**src/rtl/ccr_pkg.sv**
```systemverilog
package ccr_pkg;

    localparam int CCR_W     = 8;
    localparam int BIT_IMASK = 7;
    localparam int BIT_UI    = 6;
    localparam int BIT_HALF  = 5;
    localparam int BIT_USR   = 4;
    localparam int BIT_NEG   = 3;
    localparam int BIT_ZERO  = 2;
    localparam int BIT_OVF   = 1;
    localparam int BIT_CARRY = 0;

    localparam int NUM_SIZES = 3;
    localparam logic [CCR_W-1:0] CCR_RESET = 8'h80;

    typedef enum logic [2:0] {
        OP_ADD  = 3'd0,
        OP_ADDX = 3'd1,
        OP_SUB  = 3'd2,
        OP_SUBX = 3'd3,
        OP_CMP  = 3'd4,
        OP_NEG  = 3'd5
    } alu_op_e;

    typedef enum logic [1:0] {
        SZ_BYTE = 2'd0,
        SZ_WORD = 2'd1,
        SZ_LONG = 2'd2,
        SZ_LONG_ALT = 2'd3
    } size_e;

    typedef enum logic [1:0] {
        SW_LOAD = 2'd0,
        SW_AND  = 2'd1,
        SW_OR   = 2'd2,
        SW_XOR  = 2'd3
    } sw_op_e;

    typedef struct packed {
        logic h;
        logic n;
        logic z;
        logic v;
        logic c;
    } flags_t;

    function automatic int size_bits(input int idx);
        return 8 << idx;
    endfunction

    function automatic logic is_extended(input alu_op_e op);
        return (op == OP_ADDX) || (op == OP_SUBX);
    endfunction

    function automatic logic is_subtract(input alu_op_e op);
        return (op == OP_SUB) || (op == OP_SUBX) || (op == OP_CMP) || (op == OP_NEG);
    endfunction

    function automatic int size_index(input size_e sz);
        case (sz)
            SZ_BYTE: return 0;
            SZ_WORD: return 1;
            default: return 2;
        endcase
    endfunction

endpackage

```
**src/rtl/ccr_flag_calc.sv**
```systemverilog
module ccr_flag_calc
    import ccr_pkg::*;
#(
    parameter int DATA_W = 32
) (
    input  alu_op_e             op,
    input  size_e               size,
    input  logic [DATA_W-1:0]   opa,
    input  logic [DATA_W-1:0]   opb,
    input  logic                c_in,
    input  logic                z_in,
    output flags_t              flags
);

    localparam int TOP_W = size_bits(NUM_SIZES - 1);

    flags_t per_size [NUM_SIZES];

    logic ext_op;
    logic sub_op;
    logic neg_op;

    assign ext_op = is_extended(op);
    assign sub_op = is_subtract(op);
    assign neg_op = (op == OP_NEG);

    initial begin
        assert (DATA_W >= TOP_W)
            else $error("operand width below largest operation size");
    end

    for (genvar i = 0; i < NUM_SIZES; i++) begin : g_size
        localparam int W  = size_bits(i);
        localparam int HB = W - 5;

        logic [W-1:0] a_op;
        logic [W-1:0] b_op;
        logic [W:0]   res;
        logic [W:0]   carries;
        logic         cin;
        logic         res_zero;
        flags_t       f;

        always_comb begin
            cin  = ext_op & c_in;
            a_op = neg_op ? '0 : opa[W-1:0];
            b_op = neg_op ? opa[W-1:0] : opb[W-1:0];
            if (sub_op)
                res = {1'b0, a_op} - {1'b0, b_op} - {{W{1'b0}}, cin};
            else
                res = {1'b0, a_op} + {1'b0, b_op} + {{W{1'b0}}, cin};
            // carry (or borrow) into each bit position
            carries  = {1'b0, a_op} ^ {1'b0, b_op} ^ res;
            res_zero = (res[W-1:0] == '0);
            f.h = carries[HB+1];
            f.n = res[W-1];
            f.c = res[W];
            f.z = ext_op ? (z_in & res_zero) : res_zero;
            if (sub_op)
                f.v = (a_op[W-1] ^ b_op[W-1]) & (res[W-1] ^ a_op[W-1]);
            else
                f.v = ~(a_op[W-1] ^ b_op[W-1]) & (res[W-1] ^ a_op[W-1]);
        end

        assign per_size[i] = f;
    end

    assign flags = per_size[size_index(size)];

endmodule

```
**src/rtl/ccr_reg.sv**
```systemverilog
module ccr_reg
    import ccr_pkg::*;
(
    input  logic             clk,
    input  logic             rst,
    input  logic             alu_valid,
    input  flags_t           alu_flags,
    input  logic             sw_valid,
    input  sw_op_e           sw_op,
    input  logic [CCR_W-1:0] sw_data,
    input  logic             exc_entry,
    output logic [CCR_W-1:0] q
);

    logic [CCR_W-1:0] d;

    always_comb begin
        d = q;
        if (sw_valid) begin
            case (sw_op)
                SW_LOAD: d = sw_data;
                SW_AND:  d = q & sw_data;
                SW_OR:   d = q | sw_data;
                SW_XOR:  d = q ^ sw_data;
                default: d = q;
            endcase
        end else if (alu_valid) begin
            d[BIT_HALF]  = alu_flags.h;
            d[BIT_NEG]   = alu_flags.n;
            d[BIT_ZERO]  = alu_flags.z;
            d[BIT_OVF]   = alu_flags.v;
            d[BIT_CARRY] = alu_flags.c;
        end
        if (exc_entry)
            d[BIT_IMASK] = 1'b1;
    end

    always_ff @(posedge clk) begin
        if (rst) q <= CCR_RESET;
        else     q <= d;
    end

    p_exc_sets_mask_r8: assert property (@(posedge clk) disable iff (rst)
        exc_entry |=> q[BIT_IMASK]);

    p_idle_holds_r7: assert property (@(posedge clk) disable iff (rst)
        (!sw_valid && !alu_valid && !exc_entry) |=> $stable(q));

    p_alu_keeps_upper_r6: assert property (@(posedge clk) disable iff (rst)
        (alu_valid && !sw_valid && !exc_entry) |=>
            (q[BIT_IMASK] == $past(q[BIT_IMASK])) && (q[BIT_UI] == $past(q[BIT_UI]))
            && (q[BIT_USR] == $past(q[BIT_USR])));

    p_and_never_sets_r2: assert property (@(posedge clk) disable iff (rst)
        (sw_valid && sw_op == SW_AND && !exc_entry) |=> ((q & ~$past(q)) == '0));

endmodule

```
**src/rtl/ccr_irq_gate.sv**
```systemverilog
module ccr_irq_gate (
    input  logic imask,
    input  logic ui_bit,
    input  logic ui_mask_en,
    input  logic irq_req,
    input  logic irq_low_req,
    input  logic nmi_req,
    output logic irq_accept,
    output logic irq_low_accept,
    output logic nmi_accept
);

    logic low_blocked;

    assign low_blocked    = imask | (ui_mask_en & ui_bit);
    assign irq_accept     = irq_req & ~imask;
    assign irq_low_accept = irq_low_req & ~low_blocked;
    assign nmi_accept     = nmi_req;

endmodule

```
**src/rtl/ccr_flag_unit.sv**
```systemverilog
module ccr_flag_unit
    import ccr_pkg::*;
#(
    parameter int PC_W   = 24,
    parameter int DATA_W = 32
) (
    input  logic              clk,
    input  logic              rst,
    input  logic              alu_valid,
    input  logic [2:0]        alu_op,
    input  logic [1:0]        alu_size,
    input  logic [DATA_W-1:0] opa,
    input  logic [DATA_W-1:0] opb,
    input  logic              sw_valid,
    input  logic [1:0]        sw_op,
    input  logic [7:0]        sw_data,
    input  logic              exc_entry,
    input  logic              irq_req,
    input  logic              irq_low_req,
    input  logic              nmi_req,
    input  logic              ui_mask_en,
    input  logic [PC_W-1:0]   pc,
    output logic [7:0]        ccr_q,
    output logic              irq_accept,
    output logic              irq_low_accept,
    output logic              nmi_accept,
    output logic [PC_W-1:0]   fetch_addr
);

    flags_t alu_flags;

    ccr_flag_calc #(.DATA_W(DATA_W)) u_calc (
        .op    (alu_op_e'(alu_op)),
        .size  (size_e'(alu_size)),
        .opa   (opa),
        .opb   (opb),
        .c_in  (ccr_q[BIT_CARRY]),
        .z_in  (ccr_q[BIT_ZERO]),
        .flags (alu_flags)
    );

    ccr_reg u_reg (
        .clk       (clk),
        .rst       (rst),
        .alu_valid (alu_valid),
        .alu_flags (alu_flags),
        .sw_valid  (sw_valid),
        .sw_op     (sw_op_e'(sw_op)),
        .sw_data   (sw_data),
        .exc_entry (exc_entry),
        .q         (ccr_q)
    );

    ccr_irq_gate u_gate (
        .imask          (ccr_q[BIT_IMASK]),
        .ui_bit         (ccr_q[BIT_UI]),
        .ui_mask_en     (ui_mask_en),
        .irq_req        (irq_req),
        .irq_low_req    (irq_low_req),
        .nmi_req        (nmi_req),
        .irq_accept     (irq_accept),
        .irq_low_accept (irq_low_accept),
        .nmi_accept     (nmi_accept)
    );

    // instructions are whole 16-bit words: bit 0 never reaches the fetch bus
    assign fetch_addr = {pc[PC_W-1:1], 1'b0};

    p_nmi_bypass_r9: assert property (@(posedge clk) disable iff (rst)
        nmi_req |-> nmi_accept);

    p_mask_blocks_irq_r9: assert property (@(posedge clk) disable iff (rst)
        ccr_q[BIT_IMASK] |-> !irq_accept);

    p_ui_blocks_low_r10: assert property (@(posedge clk) disable iff (rst)
        (ui_mask_en && ccr_q[BIT_UI]) |-> !irq_low_accept);

    p_low_needs_unmasked_r10: assert property (@(posedge clk) disable iff (rst)
        irq_low_accept |-> !ccr_q[BIT_IMASK]);

endmodule

```
**config.mk**
```make
export PLATFORM = sky130hd
export DESIGN_NAME = ccr_flag_unit
export DESIGN_NICKNAME = d
export VERILOG_FILES = /design/src/rtl/ccr_pkg.sv /design/src/rtl/ccr_flag_calc.sv /design/src/rtl/ccr_reg.sv /design/src/rtl/ccr_irq_gate.sv /design/src/rtl/ccr_flag_unit.sv
export SDC_FILE = /design/constraint.sdc
export NUM_CORES = 1
export LEC_CHECK = 0
export ABC_AREA = 1
export CELL_PAD_IN_SITES_DETAIL_PLACEMENT = 1
export CELL_PAD_IN_SITES_GLOBAL_PLACEMENT = 1
export CORE_MARGIN = 3
export CORE_UTILIZATION = 32
export DETAILED_ROUTE_END_ITERATION = 6
export GPL_TIMING_DRIVEN = 1
export PLACE_DENSITY = 0.78
export SLEW_MARGIN = 30
export SYNTH_ARGS = -nofsm -noshare
export SYNTH_HDL_FRONTEND = slang
export SYNTH_HIERARCHICAL = 1
export SYNTH_SLANG_ARGS = --single-unit
```
**constraint.sdc**
```tcl
create_clock -name clk -period 3.1 [get_ports clk]
set_input_delay 0.31 -clock clk [delete_from_list [all_inputs] [get_ports clk]]
set_output_delay 0.31 -clock clk [all_outputs]
set_load 0.02 [all_outputs]
```
==> impl_metrics.json <==
{
  "antenna_cells": 0,
  "status": "finished, violations left",
  "grt_overflow": 0,
  "dieArea_um2": 25770,
  "tightestPinTransition_ps": 559.9,
  "tritoncts": "yes",
  "initial_core_util": 0.3314,
  "synth-simple-area-share": 0.4885,
  "clk_pin_slew_ps": 40,
  "cts.sinks": 8,
  "place_area_um2": 10830,
  "via_count": 13080,
  "skew_ps": 0.6368,
  "max_freq_mhz": 264.9,
  "synth_area_leaders": "nand2_1 26%, ha_1 18%, inv_1 14%, nand3_1 8.4%, nor2_1 5.7%",
  "rsz0062_at_grt": "yes",
  "hold_buffers": 0,
  "p_per_area_nw_per_um2": 379.1,
  "failed_checks": "design-rule violations, negative setup slack",
  "grt_usage": 0.3430,
  "synthDominantCellAreaShare": 0.2584,
  "top_regs": "u_reg/q: 8 flops",
  "synth-compound-area-share": 0.1164,
  "final_nets": 2049,
  "clockBufferDepth": 2,
  "setup_tns_ps": -2475,
  "drtPass1Iterations": 7,
  "p_leak_nw": 6.834,
  "synth_xor_area_frac": 0.008025,
  "muxShareOfSynthArea": 0,
  "min_from": "u_reg/q[4]",
  "ys_top_cells_by_count": "526 x nand2_1, 275 x inv_1, 128 x nand3_1",
  "portBuffers": 96,
  "synth_edf_count": 0,
  "worstPathMaxFanout": 8,
  "drtIter0Drc": 1449,
  "finalCriticalPeriod_ps": 3775,
  "internal_power_mw": 2.125,
  "ys_seq_area_frac": 0.02096,
  "swShare": 0.5710,
  "relSlewSlack": 0.6256,
  "maxSlewViolCount": 0,
  "post-route-period-util": 1.218,
  "syn_nets": 1697,
  "htree_levels": 1,
  "finalNonFillerCells": 2137,
  "area_growth_pct": 71.01,
  "largest_register_ffs": 8,
  "worstHoldPathType": "flop to flop",
  "clock-root-buffer": "clkbuf_16",
  "worst_setup_path_start_kind": "input port",
  "drt-total-wl_um": 57060,
  "cp-end-kind": "flop",
  "ys_warn_count": 6,
  "synthAdderAreaFrac": 0.1857,
  "die_w_um": 160.5,
  "antenna_left": 0,
  "drt-wirelength-per-cell_um": 26.70,
  "synth_cell_type_count": 52,
  "cts-buffers-inserted": 3,
  "drive_above_1_share": 0.3914,
  "hold_viol": 0,
  "via_per_inst": 6.122,
  "clkPwrFrac": 0.046,
  "postLayoutCellArea_um2": 13070,
  "rr_startpoint": "u_reg/q[0]",
  "synthArstFlopShare": 0,
  "grt_pass1_vias": 12910,
  "gp_congestion": 0.9857,
  "hpwlAfterDp_um": 30170,
  "switching_power_mw": 2.828,
  "cap_violations": 0,
  "setup_viol": 5,
  "place_inst": 2101,
  "grt_max_degree": 40,
  "mappedNetlistArea_um2": 7640,
  "crit_path_top_delay_cell": "ha_4",
  "rows": 55,
  "core_area_um2": 23050,
  "drc": 1,
  "worst_slack_ps": -674.8,
  "seqPwrFrac": 0.025,
  "io-pin-count": 147,
  "synth_top_family_by_area": "simple AND/OR/NAND/NOR gates",
  "p_comb_frac": 0.929,
  "synth_top_cell_by_area": "nand2_1",
  "die_h_um": 160.5,
  "grt_antenna_before_repair": 0,
  "finalPower_mw": 4.953,
  "cp_common_cell": "nand2_2",
  "synth_most_common_cell": "nand2_1",
  "critPathLaunch": "alu_op[2]",
  "grt_pass1_wl_um": 71020,
  "ff2ff_setup_slack_ps": -180,
  "regMostFlops": "u_reg/q",
  "ys.flop_type": "dfxtp_1",
  "worstSetupPathType": "input port to flop",
  "ys_seq_elements": 8,
  "clkLatencyLatePin_ps": 240,
  "syn_area_per_cell_um2": 5.183,
  "syn-instance-count": 1474,
  "worstPathRequired_ps": 3270,
  "peakVddDrop_mv": 0.1379,
  "slowest_delay_ps": 230,
  "cp.arrival_ps": 3950
}
-- kinds of logic (layout without fill, tap and decap cells) --
kind of cell    count (synthesis)  count (layout)
fa+ha+maj                     111             111
other cells                     1               1
simple gates                  868             868
xor+xnor                        7               7
buf+inv                       331             681
flops                           8               8
compound gates                148             148
-- critical path, delay by kind of cell --
kind | cells | cell delay (ps)
simple gates | 18 | 2020
buf+inv | 7 | 1010
compound gates | 2 | 190
fa+ha+maj | 2 | 420
-- routing by layer --
layer / part of all wire / wire length, um / vias up / GRT usage
met5: 0 / 0 / - / 0
met4: 0.10 / 5971 / 0 / 0.1921
met3: 0.10 / 5851 / 516 / 0.06861
met2: 0.44 / 24980 / 1161 / 0.6056
met1: 0.35 / 20250 / 6171 / 0.3841
li1: - / - / 5234 / -
-- per-stage QoR --
step / setup slack, ps / utilization / hold WS [ps]
CTS: -87.11 / 0.5265 / 541.2
global placement: -978.1 / 0.4696 / 500.9
detailed placement: -1070 / 0.4696 / 534.7
floorplan: -4.081 / - / 372.4
finish: -674.8 / 0.5667 / 536.6
global route: -713.1 / 0.5667 / 554.9
-- layout make-up --
cell class	instances	area (um^2)
Sequential cell	8	160.2
Tap cell	313	391.6
Inverter	287	1110
Multi-Input combinational cell	1135	7965
Timing Repair Buffer	391	3363
Clock buffer	3	75.07
Fill cell	3089	9988
-- cell usage in the layout (no fill, tap or decap), types with 4 or more instances in the layout --
cell type,synthesis,layout
nand3_1,128,107
clkdlybuf4s50_1,0,91
ha_4,0,59
nor2_4,1,18
nand2_2,27,110
nand2_1,526,404
a21oi_4,1,9
inv_2,10,30
buf_12,0,5
o21ai_2,2,8
nor3_4,0,4
buf_4,26,274
nor2_2,12,32
o21ai_1,2,12
buf_6,3,13
dfxtp_1,8,8
clkbuf_16,0,4
nand4_1,14,14
nand2_4,3,42
inv_4,0,7
ha_1,107,45
o21ai_0,34,17
o21bai_1,18,16
a21oi_2,11,28
a21oi_1,67,42
nor2_1,115,78
inv_1,275,246
xor2_1,4,4
nor3_2,3,14
nand3_2,9,28
-- final timing paths --
kind / endpoint / cells past startpoint
max: u_reg/q[2] / 29
min: u_reg/q[4] / 2
max reg2reg: u_reg/q[2] / 23
min reg2reg: u_reg/q[4] / 2
-- power groups by stage --
| stage | registers (mW) | clock network [mW] | logic (mW) |
|---|---|---|---|
| 2_1_floorplan | 0.132 | 0 | 1.69 |
| 3_3_place_gp | 0.124 | 0 | 2.97 |
| 3_5_place_dp | 0.125 | 0 | 3.09 |
| 4_1_cts | 0.124 | 0.228 | 3.55 |
| 5_1_grt | 0.125 | 0.234 | 4.72 |
| 6_report | 0.124 | 0.226 | 4.60 |
-- timing repair --
action	in CTS	in global routing
buffers inserted	17	12
endpoints found under the hold margin	0	0
cloned	3	1
setup endpoints to repair	5	5
resized for setup	248	216
pin swaps	62	94
Power figures use the tool's default switching activity.
